File: src/rtl/dma_ctl_pkg.sv
package dma_ctl_pkg;
  localparam int NCH    = 4;
  localparam int CH_W   = $clog2(NCH);
  localparam int DW     = 8;
  localparam int IDX_W  = 4;
  localparam int STAT_W = 2 * NCH;

  localparam logic [DW-1:0] CMD_OK_BITS = 8'h04;

  typedef enum logic [2:0] {
    IX_CMD    = 3'd0,
    IX_REQ    = 3'd1,
    IX_SMASK  = 3'd2,
    IX_MODE   = 3'd3,
    IX_CLRFF  = 3'd4,
    IX_MRST   = 3'd5,
    IX_CLRMSK = 3'd6,
    IX_LDMSK  = 3'd7
  } ctl_idx_e;

  typedef struct packed {
    logic cmd;
    logic req;
    logic smask;
    logic mode;
    logic clrff;
    logic mrst;
    logic clrmsk;
    logic ldmsk;
  } wr_stb_t;
endpackage

File: src/rtl/dma_ctl_decode.sv
module dma_ctl_decode
  import dma_ctl_pkg::*;
(
  input  logic             wr_en,
  input  logic [IDX_W-1:0] wr_idx,
  output wr_stb_t          stb
);
  always_comb begin
    stb = '0;
    if (wr_en && !wr_idx[IDX_W-1]) begin
      unique case (ctl_idx_e'(wr_idx[2:0]))
        IX_CMD:    stb.cmd    = 1'b1;
        IX_REQ:    stb.req    = 1'b1;
        IX_SMASK:  stb.smask  = 1'b1;
        IX_MODE:   stb.mode   = 1'b1;
        IX_CLRFF:  stb.clrff  = 1'b1;
        IX_MRST:   stb.mrst   = 1'b1;
        IX_CLRMSK: stb.clrmsk = 1'b1;
        IX_LDMSK:  stb.ldmsk  = 1'b1;
        default:   stb = '0;
      endcase
    end
  end
endmodule

File: src/rtl/dma_ctl_status.sv
module dma_ctl_status
  import dma_ctl_pkg::*;
(
  input  logic              clk,
  input  logic              rst_n,
  input  logic              req_wr,
  input  logic              mrst_wr,
  input  logic [2:0]        req_data,
  input  logic              rd_clr,
  input  logic [NCH-1:0]    hold_req,
  input  logic [NCH-1:0]    release_req,
  input  logic [NCH-1:0]    tc_set,
  output logic [STAT_W-1:0] status_q
);
  logic [STAT_W-1:0] status_d;
  logic              status_en;
  logic [CH_W-1:0]   ch;

  assign ch = req_data[CH_W-1:0];

  always_comb begin
    status_d = status_q;
    if (mrst_wr) status_d = '0;
    if (req_wr) begin
      status_d[int'(ch)]       = 1'b0;
      status_d[int'(ch) + NCH] = req_data[2];
    end
    if (rd_clr) status_d[NCH-1:0] = '0;
    status_d[STAT_W-1:NCH] = (status_d[STAT_W-1:NCH] & ~release_req) | hold_req;
    status_d[NCH-1:0]      = status_d[NCH-1:0] | tc_set;
  end

  assign status_en = req_wr | mrst_wr | rd_clr |
                     (|hold_req) | (|release_req) | (|tc_set);

  always_ff @(posedge clk or negedge rst_n) begin
    if (!rst_n)         status_q <= '0;
    else if (status_en) status_q <= status_d;
  end
endmodule

File: src/rtl/dma_ctl_maskmode.sv
module dma_ctl_maskmode
  import dma_ctl_pkg::*;
(
  input  logic              clk,
  input  logic              rst_n,
  input  wr_stb_t           stb,
  input  logic [DW-1:0]     wr_data,
  output logic [NCH-1:0]    mask_q,
  output logic [NCH*DW-1:0] mode_q
);
  logic [NCH-1:0]  mask_d;
  logic            mask_en;
  logic [CH_W-1:0] ch;

  assign ch = wr_data[CH_W-1:0];

  always_comb begin
    mask_d = mask_q;
    if (stb.smask)  mask_d[int'(ch)] = wr_data[2];
    if (stb.clrmsk) mask_d = '0;
    if (stb.ldmsk)  mask_d = wr_data[NCH-1:0];
    if (stb.mrst)   mask_d = '1;
  end

  assign mask_en = stb.smask | stb.clrmsk | stb.ldmsk | stb.mrst;

  always_ff @(posedge clk or negedge rst_n) begin
    if (!rst_n)       mask_q <= '1;
    else if (mask_en) mask_q <= mask_d;
  end

  for (genvar n = 0; n < NCH; n++) begin : g_mode
    logic mode_en;
    assign mode_en = stb.mode && (ch == CH_W'(n));
    always_ff @(posedge clk or negedge rst_n) begin
      if (!rst_n)       mode_q[n*DW +: DW] <= '0;
      else if (mode_en) mode_q[n*DW +: DW] <= wr_data;
    end
  end
endmodule

File: src/rtl/dma_ctl_regs.sv
module dma_ctl_regs
  import dma_ctl_pkg::*;
(
  input  logic              clk,
  input  logic              rst_n,
  input  logic              wr_en,
  input  logic [IDX_W-1:0]  wr_idx,
  input  logic [DW-1:0]     wr_data,
  input  logic              rd_en,
  input  logic [IDX_W-1:0]  rd_idx,
  output logic [DW-1:0]     rd_data,
  input  logic [NCH-1:0]    hold_req,
  input  logic [NCH-1:0]    release_req,
  input  logic [NCH-1:0]    tc_set,
  input  logic              ff_toggle,
  output logic [STAT_W-1:0] status_o,
  output logic [NCH-1:0]    mask_o,
  output logic [DW-1:0]     command_o,
  output logic [NCH*DW-1:0] mode_o,
  output logic              ff_o,
  output logic              rescan_o
);
  wr_stb_t stb;
  logic    rd_clr;
  logic    cmd_ok, cmd_en;
  logic    ff_d, ff_en;
  logic    rescan_d;

  dma_ctl_decode u_dec (.wr_en(wr_en), .wr_idx(wr_idx), .stb(stb));

  assign rd_clr = rd_en && (rd_idx == IDX_W'(0));

  dma_ctl_status u_stat (
    .clk(clk), .rst_n(rst_n), .req_wr(stb.req), .mrst_wr(stb.mrst),
    .req_data(wr_data[2:0]), .rd_clr(rd_clr), .hold_req(hold_req),
    .release_req(release_req), .tc_set(tc_set), .status_q(status_o)
  );

  dma_ctl_maskmode u_mm (
    .clk(clk), .rst_n(rst_n), .stb(stb), .wr_data(wr_data),
    .mask_q(mask_o), .mode_q(mode_o)
  );

  // command: only the block-transfer enable bit may be set
  assign cmd_ok = (wr_data & ~CMD_OK_BITS) == '0;
  assign cmd_en = (stb.cmd && cmd_ok) || stb.mrst;

  always_ff @(posedge clk or negedge rst_n) begin
    if (!rst_n)      command_o <= '0;
    else if (cmd_en) command_o <= stb.mrst ? '0 : wr_data;
  end

  // byte pointer flag
  assign ff_d  = (stb.clrff || stb.mrst) ? 1'b0 : ~ff_o;
  assign ff_en = stb.clrff || stb.mrst || ff_toggle;

  always_ff @(posedge clk or negedge rst_n) begin
    if (!rst_n)     ff_o <= 1'b0;
    else if (ff_en) ff_o <= ff_d;
  end

  // arbiter rescan pulse
  assign rescan_d = stb.req | stb.smask | stb.mrst | stb.clrmsk | stb.ldmsk |
                    (|hold_req) | (|release_req);

  always_ff @(posedge clk or negedge rst_n) begin
    if (!rst_n) rescan_o <= 1'b0;
    else        rescan_o <= rescan_d;
  end

  // read mux
  always_comb begin
    rd_data = '0;
    if (rd_en) begin
      if (rd_idx == IDX_W'(0))      rd_data = status_o;
      else if (rd_idx == IDX_W'(1)) rd_data = {{(DW-NCH){1'b0}}, mask_o};
    end
  end
endmodule

File: config.mk
export PLATFORM = sky130hd
export DESIGN_NAME = dma_ctl_regs
export DESIGN_NICKNAME = d
export VERILOG_FILES = /design/src/rtl/dma_ctl_pkg.sv /design/src/rtl/dma_ctl_decode.sv /design/src/rtl/dma_ctl_status.sv /design/src/rtl/dma_ctl_maskmode.sv /design/src/rtl/dma_ctl_regs.sv
export SDC_FILE = /design/constraint.sdc
export NUM_CORES = 1
export LEC_CHECK = 0
export BUFFER_PORTS_ARGS = -buffer_cell sky130_fd_sc_hd__clkbuf_2
export CORE_AREA = 2 2 78 80
export DETAILED_ROUTE_END_ITERATION = 8
export DIE_AREA = 0 0 80 82
export MAX_ROUTING_LAYER = met4
export PLACE_DENSITY = 0.75
export SETUP_SLACK_MARGIN = 0.1
export SYNTH_ARGS = -nofsm -noshare
export SYNTH_HDL_FRONTEND = slang
export SYNTH_SLANG_ARGS = --single-unit
File: constraint.sdc
create_clock -name clk -period 1.3 [get_ports clk]
set_input_delay 0.26 -clock clk [delete_from_list [all_inputs] [get_ports clk]]
set_output_delay 0.26 -clock clk [all_outputs]
set_load 0.005 [all_outputs]
==> impl_metrics.toml, run 1 <==
[drt]
highest_layer = "met4"
dr_wl_met3_microns = 315
ant_nets = 0
drtIter0Drc = 88
met2_length_mm = 3.06
drt_wl_total_mm = 6.09
vias_per_cell = 4.92
vias = 2036
wl_met1_mm = 2.69
drc_errors = 0
post_drt_wl_per_cell_microns = 14.7
firstDrtPassIters = 4

[global_routing]
grtUsageTotal = 0.197
grt_pass1_wl_mm = 9.56
grt_max_degree = 55
grt_antenna_before_repair = 0
grt_pass1_vias = 1933
grt-ovfl-total = 0

[clocking]
ctsLongestPathBuffers = 2
clk_latency_ns = 0.30
path_clk_slew_ns = 0.09
cts.sinks = 54
cts_tree = "done"
cts_made_buffers = 5
htree_num_levels = 2
root_buffer = "clkbuf_8"

[layout]
stdcell_count = 414
n_fill_cell = 493
syn2layout_area_growth_pct = 43.2
mostFrequentLayoutCells = "90 x clkbuf_2, 50 x dfrtp_1, 34 x buf_4"
finalNetCount = 371
diodes = 0
final_common_cell = "clkbuf_2"
drive_above_1_share = 0.558
fin_area_sq_um = 3540

[placement]
post_dp_cell_area_sq_um = 3340
hpwl_mm = 4.69
dpl.cell_count = 400
gp_congestion = 0.848
io_buffers = 94
dp_slack_ns = -0.278

[synthesis]
ys_seq_area_frac = 0.549
synth_edf_count = 0
synth_top_area_frac = 0.506
async_flop_share = 1.00
synth_fp_nets = 237
ys_warn_count = 0
synth_area_sq_um = 2470
postSynthAreaPerCell_sq_um = 12.1
syn_inst = 204
synth_cell_types = 44
ys_top_cells_by_area = "dfrtp_1 51%, mux2_2 9.6%, dfstp_2 4.3%, nor2b_1 3.3%, mux2i_1 3.2%"
synth_seq_cells = 54
yosysTopAreaCell = "dfrtp_1"
ys.flop_type = "dfrtp_1"

[timing]
max_freq_mhz = 639
max_slew_margin = 0.774
rsz0062_at_grt = "true"
min_period_ns = 1.56
setup_violations = 11
tightest_slew_ns = 0.337
finClkSkew_ns = 0
drv_slew = 0
holdWs_ns = 0.150
hold_violations = 0
timing.final.ws_setup_ns = -0.265
final.setup.tns_ns = -1.98
finalCritPeriodShare = 1.20

[floorplan]
ioPinCount = 95
initial_core_util = 0.430
fp.dieW_microns = 80
dieArea_sq_um = 6560
rows = 28
core_area_sq_um = 5750
fp.dieH_microns = 82

[worst_setup_path]
critPathTopFamily = "simple AND/OR/NAND/NOR gates"
cp.buffers_inverters = 2
start_kind = "input pin"
worst_path_max_delay_cell = "or4b_4"
crit_arrival_ns = 1.30
worstPathMaxFanout = 5
crit_path_max_incr_delay_ns = 0.59
path_cells = "clkbuf_2 -> or4b_4 -> nor2_8 -> and2_1 -> clkbuf_2"
endpoint_kind = "output pin"
crit_path_frequent_cell = "clkbuf_2"
path_class = "input pin to output pin"
cp.required_ns = 1.04

[job]
cap_viol_max_count = 0

[power_and_ir_drop]
power.density_nw_per_um2 = 1070
ir_worst_vdd_mv = 0.706
leakagePower_nw = 1.84

[outcome]
failed_checks = "setup timing"
run_status = "complete, but fails checks"

[hold_path]
hold_class = "input pin to register"
cells in the mapped netlist, drive strengths merged (2+ instances only):
library cell / count
a31o: 3
o22ai: 2
nor2: 13
nand2b: 3
nor4: 3
a31oi: 6
o31ai: 3
nand3: 2
inv: 6
and2: 12
or2: 4
o21ai: 5
nand2: 11
mux2i: 8
nor2b: 14
o21a: 2
dfstp: 4
buf: 7
dfrtp: 50
mux2: 23
a21oi: 7
nand3b: 3
flip-flops by register name, indices dropped and copies added (netlist names):
signal           count
ff_o                 1
u_mm.mode_q         32
u_stat.status_q      8
command_o            8
rescan_o             1
u_mm.mask_q          4
what timing repair did:
| action | CTS | global route |
|---|---|---|
| resized for setup | 4 | 14 |
| endpoints found under the setup margin | 15 | 27 |
| pin swaps | 4 | 0 |
| hold buffers | 1 | 0 |
| setup buffers | 1 | 4 |
| hold endpoints to repair | 50 | 0 |
stage by stage:
| step | util | power (mW) |
|---|---|---|
| 6_report | 0.616 | 3.80 |
| 5_1_grt | 0.616 | 4.01 |
| 4_1_cts | 0.604 | 3.80 |
| 3_5_place_dp | 0.581 | 2.84 |
| 3_3_place_gp | 0.581 | 2.81 |
| 2_1_floorplan | - | 2.39 |
power breakdown:
| part | internal [mW] | total, mW | switching (mW) | leakage, nW |
|---|---|---|---|---|
| registers | 1.89 | 2.02 | 0.128 | 0.679 |
| logic | 0.485 | 0.842 | 0.358 | 1.12 |
| clock network | 0.388 | 0.937 | 0.549 | 0.0418 |
cells by family after synthesis:
family	Yosys count	share of synthesized area
AND/OR/NAND/NOR	72	0.188
AO/OA/AOI/OAI	32	0.0926
multiplexers	31	0.137
buffers and inverters	14	0.0304
flip-flops	54	0.549
XOR/XNOR	1	0.00354
per-layer routing:
metal,vias to the layer above,GRT usage
met2,55,0.323
met3,2,0.0505
met4,0,0.0458
li1,982,-
met5,-,-
met1,997,0.247
final timing paths:
path                                       from  slack [ns]                 end  depth (start not counted)
max in group asynchronous                 rst_n        0.52      u_mm.mask_q[2]                          3
worst min-delay path                  tc_set[2]        0.15  u_stat.status_q[2]                          2
worst max-delay path                  rd_idx[1]       -0.26          rd_data[4]                          5
worst min register to register  u_mm.mode_q[17]        0.47     u_mm.mode_q[17]                          1
min in group asynchronous                 rst_n        0.50     u_mm.mode_q[20]                          3
worst max register to register   u_mm.mask_q[3]        0.29      u_mm.mask_q[3]                          3
layout make-up:
type / instances / area (sq um) / share of cell area
inverters: 6 / 22.5 / 0.00636
flip-flops and latches: 54 / 1360 / 0.383
clock buffers: 6 / 72.6 / 0.0205
repair buffers: 135 / 836 / 0.236
clock inverters: 2 / 16.3 / 0.00459
well taps: 75 / 93.8 / 0.0265
multi-input cells: 136 / 1140 / 0.323
Note: power is estimated with default switching activity, not from simulation.
==> run 2, diff against run 1 <==
--- a/config.mk
+++ b/config.mk
@@ -6,11 +6,13 @@
 export NUM_CORES = 1
 export LEC_CHECK = 0
 export BUFFER_PORTS_ARGS = -buffer_cell sky130_fd_sc_hd__clkbuf_2
-export CORE_AREA = 2 2 78 80
+export CELL_PAD_IN_SITES_DETAIL_PLACEMENT = 1
+export CELL_PAD_IN_SITES_GLOBAL_PLACEMENT = 2
+export CORE_AREA = 2 2 99 101
 export DETAILED_ROUTE_END_ITERATION = 8
-export DIE_AREA = 0 0 80 82
+export DIE_AREA = 0 0 101 103
 export MAX_ROUTING_LAYER = met4
-export PLACE_DENSITY = 0.75
+export PLACE_DENSITY_LB_ADDON = 0.1
 export SETUP_SLACK_MARGIN = 0.1
 export SYNTH_ARGS = -nofsm -noshare
 export SYNTH_HDL_FRONTEND = slang
==> impl_metrics.toml, run 2 (synthesis gave the netlist of run 1 again) <==
[timing]
final.setup.tns_ns = -2.17
drv_slew = 0
min_period_ns = 1.59
max_freq_mhz = 630
timing.final.ws_setup_ns = -0.287
holdWs_ns = 0.127
finClkSkew_ns = 0
tightest_slew_ns = 0.315
finalCritPeriodShare = 1.22
max_slew_margin = 0.788
hold_violations = 0
setup_violations = 13
rsz0062_at_grt = "true"

[drt]
ant_nets = 0
drtIter0Drc = 58
drc_errors = 0
vias = 2113
drt_wl_total_mm = 7.55
firstDrtPassIters = 3
vias_per_cell = 4.54
post_drt_wl_per_cell_microns = 16.2

[power_and_ir_drop]
pwr-share-clk = 0.323
p_sw_mw = 1.11
intPower_mw = 3.28
power_frac_comb = 0.218
ir_worst_vdd_mv = 0.482
power.density_nw_per_um2 = 1150
switching_share = 0.253
p_seq_frac = 0.459
total_power_mw = 4.39
leakagePower_nw = 1.95

[layout]
largest_reg_flops = 32
diodes = 0
drive_above_1_share = 0.593
syn2layout_area_growth_pct = 53.8
final_util = 0.402
stdcell_count = 465
reg_top3 = "u_mm.mode_q (32), command_o (8), u_stat.status_q (8)"
final_common_cell = "clkbuf_2"
fin_area_sq_um = 3800
mostFrequentLayoutCells = "83 x clkbuf_2, 50 x dfrtp_1, 44 x buf_4"
finalNetCount = 383
top_register = "u_mm.mode_q"

[placement]
gp_congestion = 0.800
dpl.cell_count = 445
io_buffers = 94
hpwl_mm = 5.59
dp_slack_ns = -0.297
post_dp_cell_area_sq_um = 3430

[clocking]
htree_num_levels = 2
cts_tree = "done"
path_clk_slew_ns = 0.11
root_buffer = "clkbuf_8"
ctsLongestPathBuffers = 2
cts.sinks = 54
cts_made_buffers = 5
clk_latency_ns = 0.31

[global_routing]
grtUsageTotal = 0.155
grt_max_degree = 55
grt_antenna_before_repair = 0
grt_pass1_vias = 2234
grt_pass1_wl_mm = 11.9
grt-ovfl-total = 0

[floorplan]
fp.dieH_microns = 103
fp.dieW_microns = 101
initial_core_util = 0.261
core_area_sq_um = 9460
rows = 36
ioPinCount = 95
dieArea_sq_um = 10400

[hold_path]
min_from = "tc_set[2]"
min_to = "u_stat.status_q[2]"
hold_class = "input pin to register"
hold_depth = 2

[worst_setup_path]
r2r_start = "u_mm.mask_q[3]"
r2r-end = "u_mm.mask_q[3]"
rrSetupSlack_ns = 0.17
cp.required_ns = 1.04
startpoint = "rd_idx[1]"
worstPathMaxFanout = 5
path_class = "input pin to output pin"
crit_arrival_ns = 1.33
rr_worst_depth = 5
crit_path_max_incr_delay_ns = 0.59
critPathTopFamily = "simple AND/OR/NAND/NOR gates"
endpoint_kind = "output pin"
cp.buffers_inverters = 2
worst_path_max_delay_cell = "or4b_4"
start_kind = "input pin"
path_cells = "clkbuf_2 -> or4b_4 -> nor2_8 -> and2_4 -> buf_6"

[outcome]
run_status = "complete, but fails checks"
failed_checks = "setup timing"

[job]
cap_viol_max_count = 0
## run 2: cell count changes in the layout (fill, tap and decap cells not counted), moves of 2 or more
cell	before	now
and2_4	0	4
nor2_4	5	2
buf_6	4	12
nor2b_2	3	1
bufinv_16	0	2
nor2b_4	0	2
clkbuf_2	90	83
nor2_1	7	9
and2_1	12	8
buf_4	34	44
## run 2: layout make-up
| type | count | area, sq um |
|---|---|---|
| Tap cell | 114 | 143 |
| Fill cell | 1077 | 5660 |
| Clock buffer | 6 | 82.6 |
| Sequential cell | 54 | 1360 |
| Multi-Input combinational cell | 136 | 1170 |
| Clock inverter | 2 | 60.1 |
| Timing Repair Buffer | 147 | 966 |
| Inverter | 6 | 22.5 |
## run 2: how the worst max path moves through the flow
stage                         end  slack (ns)  cells past startpoint
2_1_floorplan          rd_data[4]       -0.06                      3
3_3_place_gp           rd_data[6]       -0.27                      5
3_5_place_dp   u_stat.status_q[0]       -0.30                      6
4_1_cts                rd_data[4]       -0.27                      5
5_1_grt                rd_data[6]       -0.32                      5
6_report               rd_data[6]       -0.29                      5
## run 2: worst register-to-register path, cell delays in order (launching register included)
cell,delay (ns)
dfstp_2,0.57
buf_6,0.10
buf_4,0.09
buf_4,0.10
o32ai_2,0.07
a21oi_1,0.13
## run 2: power groups by stage
stage | combinational [mW] | sequential, mW | clock [mW]
global placement | 0.807 | 2.05 | 0
finish | 0.955 | 2.02 | 1.42
floorplan | 0.343 | 2.05 | 0
global route | 1.05 | 2.05 | 1.54
CTS | 0.895 | 2.02 | 1.48
detailed placement | 0.820 | 2.05 | 0
## run 2: what timing repair did
action,in CTS,in global routing
cloned,0,0
buffers inserted,6,6
pin swaps,5,6
hold endpoints to repair,50,0
resized for setup,3,34
endpoints found under the setup margin,20,44
hold buffers,1,0
## run 2: layer usage
| metal | up-vias | GRT usage | share of wire |
|---|---|---|---|
| li1 | 1001 | - | - |
| met1 | 1049 | 0.203 | 0.46 |
| met2 | 58 | 0.248 | 0.49 |
| met3 | 5 | 0.0298 | 0.041 |
| met4 | 0 | 0.0437 | 0.011 |
| met5 | - | - | 0 |
